**config.mk**
```make
export PLATFORM = sky130hd
export DESIGN_NAME = adc_frame_capture
export DESIGN_NICKNAME = d
export VERILOG_FILES = /design/src/rtl/adc_cap_pkg.sv /design/src/rtl/adc_seq.sv /design/src/rtl/adc_chan.sv /design/src/rtl/adc_slot_ctr.sv /design/src/rtl/adc_frame_capture.sv
export SDC_FILE = /design/constraint.sdc
export NUM_CORES = 1
export LEC_CHECK = 0
export BUFFER_PORTS_ARGS = -buffer_cell sky130_fd_sc_hd__buf_4
export CAP_MARGIN = 20
export CORE_AREA = 2 2 91 136
export DETAILED_ROUTE_END_ITERATION = 7
export DIE_AREA = 0 0 93 138
export PLACE_DENSITY_LB_ADDON = 0.05
export REMOVE_ABC_BUFFERS = 1
export SLEW_MARGIN = 0
export SYNTH_ARGS = -nofsm -noshare
export SYNTH_HDL_FRONTEND = slang
export SYNTH_SLANG_ARGS = --single-unit
```
**constraint.sdc**
```tcl
create_clock -name clk -period 8.1 [get_ports clk]
set_input_delay 1.62 -clock clk [delete_from_list [all_inputs] [get_ports clk]]
set_output_delay 1.62 -clock clk [all_outputs]
set_load 0.02 [all_outputs]
```
**src/rtl/adc_cap_pkg.sv**
```systemverilog
package adc_cap_pkg;
    typedef enum logic [2:0] {
        ST_IDLE,
        ST_CNV,
        ST_WAIT,
        ST_SCK_LO,
        ST_SCK_HI,
        ST_DONE
    } seq_state_t;
endpackage

```
**src/rtl/adc_seq.sv**
```systemverilog
module adc_seq
    import adc_cap_pkg::*;
#(
    parameter int CNV_LOW    = 2,
    parameter int CONV_WAIT  = 65,
    parameter int SCK_LO     = 6,
    parameter int SCK_HI     = 6,
    parameter int FRAME_BITS = 28,
    parameter int BIT_W      = $clog2(FRAME_BITS)
) (
    input  logic             clk,
    input  logic             rst_n,
    input  logic             run,
    output logic             cnv_n,
    output logic             cs_n,
    output logic             sck,
    output logic             busy,
    output logic             frame_done,
    output logic             shift_en,
    output logic [BIT_W-1:0] bit_pos
);
    localparam int M1   = (CNV_LOW > CONV_WAIT) ? CNV_LOW : CONV_WAIT;
    localparam int M2   = (SCK_LO > SCK_HI) ? SCK_LO : SCK_HI;
    localparam int MAXT = (M1 > M2) ? M1 : M2;
    localparam int TW   = $clog2(MAXT + 1);
    localparam logic [BIT_W-1:0] LAST_BIT = BIT_W'(FRAME_BITS - 1);

    seq_state_t       state, nxt;
    logic [TW-1:0]    tcnt, lim;
    logic             tdone;
    logic [BIT_W-1:0] bitcnt;

    always_comb begin
        unique case (state)
            ST_CNV:    lim = TW'(CNV_LOW);
            ST_WAIT:   lim = TW'(CONV_WAIT);
            ST_SCK_LO: lim = TW'(SCK_LO);
            ST_SCK_HI: lim = TW'(SCK_HI);
            default:   lim = TW'(1);
        endcase
    end

    assign tdone = (tcnt == lim - TW'(1));

    always_comb begin
        nxt = state;
        unique case (state)
            ST_IDLE:   if (run)   nxt = ST_CNV;
            ST_CNV:    if (tdone) nxt = ST_WAIT;
            ST_WAIT:   if (tdone) nxt = ST_SCK_LO;
            ST_SCK_LO: if (tdone) nxt = ST_SCK_HI;
            ST_SCK_HI: if (tdone) nxt = (bitcnt == LAST_BIT) ? ST_DONE : ST_SCK_LO;
            ST_DONE:   nxt = run ? ST_CNV : ST_IDLE;
        endcase
    end

    always_ff @(posedge clk or negedge rst_n) begin
        if (!rst_n) begin
            state  <= ST_IDLE;
            tcnt   <= '0;
            bitcnt <= '0;
        end else begin
            state <= nxt;
            tcnt  <= (nxt != state) ? '0 : tcnt + TW'(1);
            if (state == ST_WAIT)
                bitcnt <= '0;
            else if (state == ST_SCK_HI && tdone && bitcnt != LAST_BIT)
                bitcnt <= bitcnt + BIT_W'(1);
        end
    end

    always_comb begin
        cnv_n      = 1'b1;
        cs_n       = 1'b1;
        sck        = 1'b1;
        busy       = 1'b1;
        frame_done = 1'b0;
        unique case (state)
            ST_IDLE:   busy = 1'b0;
            ST_CNV:    cnv_n = 1'b0;
            ST_WAIT:   ;
            ST_SCK_LO: begin cs_n = 1'b0; sck = 1'b0; end
            ST_SCK_HI: cs_n = 1'b0;
            ST_DONE:   frame_done = 1'b1;
        endcase
    end

    assign shift_en = (state == ST_SCK_LO) && tdone;
    assign bit_pos  = bitcnt;

    p_cnv_cs_excl_r2: assert property (@(posedge clk) disable iff (!rst_n)
        !cnv_n |-> cs_n);
    p_sck_idle_r4: assert property (@(posedge clk) disable iff (!rst_n)
        cs_n |-> sck);
    p_bit_range_r4: assert property (@(posedge clk) disable iff (!rst_n)
        bitcnt < BIT_W'(FRAME_BITS));
    p_done_single_r8: assert property (@(posedge clk) disable iff (!rst_n)
        frame_done |=> !frame_done);
    p_stop_boundary_r10: assert property (@(posedge clk) disable iff (!rst_n)
        (frame_done && !run) |=> !busy);
    p_busy_cover_r11: assert property (@(posedge clk) disable iff (!rst_n)
        (!cnv_n || !cs_n) |-> busy);
endmodule

```
**src/rtl/adc_chan.sv**
```systemverilog
module adc_chan #(
    parameter int WORD_W = 14,
    parameter int BASE   = 0,
    parameter int BIT_W  = 5,
    parameter int OUT_W  = 16,
    parameter int THRESH = 8191,
    parameter int FULL   = 16384
) (
    input  logic             clk,
    input  logic             rst_n,
    input  logic             shift_en,
    input  logic [BIT_W-1:0] bit_pos,
    input  logic             din,
    output logic [OUT_W-1:0] result
);
    localparam logic [BIT_W-1:0] FIRST = BIT_W'(BASE);
    localparam logic [BIT_W-1:0] LAST  = BIT_W'(BASE + WORD_W - 1);

    logic [WORD_W-1:0] shreg, word_nxt;
    logic              in_word;
    logic [OUT_W-1:0]  widened;

    assign in_word  = (bit_pos >= FIRST) && (bit_pos <= LAST);
    assign word_nxt = {shreg[WORD_W-2:0], din};
    assign widened  = {{(OUT_W-WORD_W){1'b0}}, word_nxt};

    always_ff @(posedge clk or negedge rst_n) begin
        if (!rst_n) begin
            shreg  <= '0;
            result <= '0;
        end else if (shift_en && in_word) begin
            shreg <= word_nxt;
            if (bit_pos == LAST)
                result <= (word_nxt > WORD_W'(THRESH)) ? widened - OUT_W'(FULL) : widened;
        end
    end

    p_result_hold_r7: assert property (@(posedge clk) disable iff (!rst_n)
        !(shift_en && bit_pos == LAST) |=> $stable(result));
endmodule

```
**src/rtl/adc_slot_ctr.sv**
```systemverilog
module adc_slot_ctr #(
    parameter int DEPTH = 16,
    parameter int IDX_W = 4,
    parameter int CNT_W = 32
) (
    input  logic             clk,
    input  logic             rst_n,
    input  logic             frame_done,
    output logic [IDX_W-1:0] idx,
    output logic [CNT_W-1:0] count
);
    localparam logic [IDX_W-1:0] TOP = IDX_W'(DEPTH - 1);

    always_ff @(posedge clk or negedge rst_n) begin
        if (!rst_n) begin
            idx   <= '0;
            count <= '0;
        end else if (frame_done) begin
            idx   <= (idx == TOP) ? '0 : idx + IDX_W'(1);
            count <= count + CNT_W'(1);
        end
    end

    p_idx_range_r9: assert property (@(posedge clk) disable iff (!rst_n)
        idx <= TOP);
    p_idx_hold_r9: assert property (@(posedge clk) disable iff (!rst_n)
        !frame_done |=> ($stable(idx) && $stable(count)));
endmodule

```
**src/rtl/adc_frame_capture.sv**
```systemverilog
module adc_frame_capture #(
    parameter int CNV_LOW   = 2,
    parameter int CONV_WAIT = 65,
    parameter int SCK_LO    = 6,
    parameter int SCK_HI    = 6,
    parameter int WORD_W    = 14,
    parameter int OUT_W     = 16,
    parameter int THRESH    = 8191,
    parameter int FULL      = 16384,
    parameter int DEPTH     = 16,
    parameter int CNT_W     = 32,
    localparam int NCH        = 2,
    localparam int FRAME_BITS = NCH * WORD_W,
    localparam int BIT_W      = $clog2(FRAME_BITS),
    localparam int IDX_W      = (DEPTH > 1) ? $clog2(DEPTH) : 1
) (
    input  logic             clk,
    input  logic             rst_n,
    input  logic             run,
    input  logic             adc_sdo,
    output logic             adc_cnv_n,
    output logic             adc_cs_n,
    output logic             adc_sck,
    output logic             busy,
    output logic             smp_valid,
    output logic [OUT_W-1:0] smp_a,
    output logic [OUT_W-1:0] smp_b,
    output logic [IDX_W-1:0] smp_idx,
    output logic [CNT_W-1:0] smp_count
);
    logic             shift_en, frame_done;
    logic [BIT_W-1:0] bit_pos;
    logic [OUT_W-1:0] chan_res [NCH];

    adc_seq #(
        .CNV_LOW(CNV_LOW), .CONV_WAIT(CONV_WAIT), .SCK_LO(SCK_LO),
        .SCK_HI(SCK_HI), .FRAME_BITS(FRAME_BITS), .BIT_W(BIT_W)
    ) u_seq (
        .clk(clk), .rst_n(rst_n), .run(run),
        .cnv_n(adc_cnv_n), .cs_n(adc_cs_n), .sck(adc_sck), .busy(busy),
        .frame_done(frame_done), .shift_en(shift_en), .bit_pos(bit_pos)
    );

    for (genvar c = 0; c < NCH; c++) begin : g_chan
        adc_chan #(
            .WORD_W(WORD_W), .BASE(c * WORD_W), .BIT_W(BIT_W),
            .OUT_W(OUT_W), .THRESH(THRESH), .FULL(FULL)
        ) u_chan (
            .clk(clk), .rst_n(rst_n), .shift_en(shift_en),
            .bit_pos(bit_pos), .din(adc_sdo), .result(chan_res[c])
        );
    end

    adc_slot_ctr #(.DEPTH(DEPTH), .IDX_W(IDX_W), .CNT_W(CNT_W)) u_slot (
        .clk(clk), .rst_n(rst_n), .frame_done(frame_done),
        .idx(smp_idx), .count(smp_count)
    );

    assign smp_valid = frame_done;
    assign smp_a     = chan_res[0];
    assign smp_b     = chan_res[1];

    p_valid_at_release_r8: assert property (@(posedge clk) disable iff (!rst_n)
        smp_valid |-> (adc_cs_n && !$past(adc_cs_n)));
endmodule

```
==> results.md <==
* Status: finished, final reports clean
* Crit Path Max Fanout at 15
* Most common cell after layout, fill and taps aside: dfrtp_1
* Tmin final at 3.97 ns
* Layout Utilization at approximately 49%
* Buffers on Ports at 76
* Routed len/inst at roughly 14 um
* Initial Utilization at 40.6%
* Dpl ws at 4.02 ns
* Largest net degree at the start of global routing at 60
* Fillers at roughly 1100
* Clock Sinks at about 110
* DR WL met2 at around 4600 um
* # resized after CTS at 0
* Top delay family on crit path: simple AND/OR/NAND/NOR gates
* Final setup viols at 0
* Critical Path AT at 4.20 ns
* Grt ovf at 0
* Postcts setup bufs at 0
* Setup TNS at 0 ns
* CP max-delay cell: or3_1
* Most frequent cells in the layout: dfrtp_1 (107), buf_4 (80), mux2_1 (46)
* Worst-margin pin slew at a little over 0.8 ns
* Latest clock arrival within the worst-skew pair at around 0.34 ns
* Initial antenna violation count at 0
* Drt first pass iters at 6
* Met1 wire length at 3790 um
* Hold Crit Class: reg2reg
* Ports at 77
* Hold buffer count at CTS at 0
* Power density over the cells at around 250 nW/um^2
* Asr flop ratio synth at between 90% and 100%
* CP Cell Sequence: nor2b_1, or2_1, inv_1, ha_1, xnor2_1, or4_1, a21oi_2, o211ai_2, or3_1, mux2_1
* Drt via density at just over 5
* Startpoint Class: flip-flop
* Number of H-tree levels at 3
* Vias in the first global route at 3141
* Register Area at 2680 sq um
* Max-cap violations at 0
* CTS Root Cell: clkbuf_16
* Post-Synthesis Cell Area at 4770 sq um
* Syn avg cell area at ~13 sq um
* Final WL at approximately 8800 um
* FMAX at 252 MHz
* CTS buffer count at 9
* Fin. Hold Viols at 0
* Share of layout cells above drive strength 1 at between 20% and 30%
* Max Transition Viols Final at 0
* Global-route wire length before repair at between 15000 and 20000 um
* RSZ-0062 raised after global routing: no
* Die width at just over 90 um
* Buf/Inv on CP at 1
* LEAKAGE at 2.86 nW
* Worst hold slack at approximately 0.47 ns
* Total track usage at between 10 and 15%
* ANT nets after route at 0
* Worst Path Required at 8.33 ns
* Sequential fraction of the synthesis area at 56.1%
* EDFF count, synth at 0
* Area Overhead vs Synth at 21.0%
* PnR worst setup slack at roughly 4.1 ns
* Multi-input gate area at between 1500 and 2000 sq um
* Synth warn at 0
* Worst rel slew slack at 44.8%
* Vert. Die Dim at around 140 um
* Residual DRC at 0
* Final period utilization at around half
* Diodes inserted at 0
* Synth Flop Type: dfrtp_1
* Placer congestion estimate at between 0.7 and 0.8
* HPWL after DPL at 6200 um
* Via count at just over 3000
* Worst Setup End Kind: flip-flop
* CP max stage delay at ~0.8 ns
* Max Used Layer: met4
* CTS clock-pin slew for the worst setup and hold paths at 0.07 ns
* Final worst clock skew at between 0.007 and 0.008 ns
* Final #Nets at ~470
* Critical path type: reg2reg
* Core box area at between 10000 and 15000 sq um
* Mapped Cells at 380
* Register bit total from synthesis at about 110
* Iter 0 DRT Violations at between 90 and 100
* Peak supply drop at roughly 160 uV
* CTS Buffer Depth at 2
* Die ar. at between 10000 and 15000 sq um
* Yosys cell types at 52
* CTS tree: done
* # rows at roughly 50
* Met3 wire length at between 200 and 300 um
layout make-up:
cell class / count / share of cell area (%)
repair buffers: 80 / 10.4
multi-input cells: 252 / 34.4
flip-flops and latches: 107 / 46.4
inverters: 7 / 0.455
well taps: 153 / 3.32
clock inverters: 6 / 1.11
clock buffers: 10 / 3.97
worst paths after layout:
path	from	endpoint	slack (ns)	cells after the start
worst max register to register	u_seq.state[0]	g_chan[1].u_chan.result[2]	4.13	10
worst min-delay path	u_slot.count[31]	u_slot.count[31]	0.47	1
max in group asynchronous	rst_n	u_slot.count[4]	5.65	2
worst max-delay path	u_seq.state[0]	g_chan[1].u_chan.result[2]	4.13	10
worst min register to register	u_slot.count[31]	u_slot.count[31]	0.47	1
min in group asynchronous	rst_n	g_chan[1].u_chan.result[8]	1.33	1
registers in the layout, summed over array words and instances (netlist names):
name                  flops
g_chan.u_chan.result     30
g_chan.u_chan.shreg      26
u_seq.bit_pos             5
u_seq.state               3
u_seq.tcnt                7
u_slot.count             32
u_slot.idx                4
power by group:
group | switching (mW) | total, mW | internal [mW] | leakage (nW)
clock | 0.188 | 0.428 | 0.240 | 0.139
combinational | 0.222 | 0.382 | 0.160 | 1.26
sequential | 0.0659 | 0.643 | 0.577 | 1.47
total | 0.476 | 1.45 | 0.977 | 2.86
routing by layer:
metal | global-route usage [%] | up-vias
li1 | - | 1502
met1 | 17.6 | 1539
met2 | 25.2 | 42
met3 | 3.54 | 8
met4 | 4.41 | 0
met5 | 0 | -
cells in the mapped netlist (3+ instances only):
master | n | share of area, %
ha_1 | 7 | 1.8
inv_1 | 6 | 0.47
dfrtp_1 | 107 | 56
xnor2_1 | 26 | 4.8
nor3_1 | 8 | 0.84
o31ai_1 | 3 | 0.47
mux2_4 | 10 | 3.1
nor2_1 | 16 | 1.3
buf_4 | 3 | 0.47
o21ai_1 | 4 | 0.42
nand4_1 | 8 | 1.0
buf_2 | 4 | 0.42
and3_1 | 3 | 0.39
clkbuf_1 | 5 | 0.39
xor2_1 | 15 | 2.8
or4_1 | 4 | 0.63
mux2_2 | 3 | 0.71
or3_1 | 4 | 0.52
mux2_1 | 46 | 11
nand3_1 | 16 | 1.7
nand2_1 | 27 | 2.1
a211oi_1 | 3 | 0.47
a21oi_1 | 15 | 1.6
cell families after synthesis:
family / Yosys count / synth area share (%)
AO/OA/AOI/OAI: 42 / 6.08
XOR/XNOR: 41 / 7.52
adder cells (fa/ha/maj): 7 / 1.83
buffers and inverters: 21 / 2.31
flip-flops: 107 / 56.1
multiplexers: 60 / 14.9
AND/OR/NAND/NOR: 102 / 11.2
through the flow:
stage | total power, mW | cell area, sq um | std cells
floorplan | 0.913 | 4690 | 366
global placement | 1.04 | 5470 | 598
detailed placement | 1.04 | 5470 | 598
CTS | 1.48 | 5770 | 614
global route | 1.55 | 5770 | 615
finish | 1.45 | 5770 | 615
(Power assumes the default switching activity.)
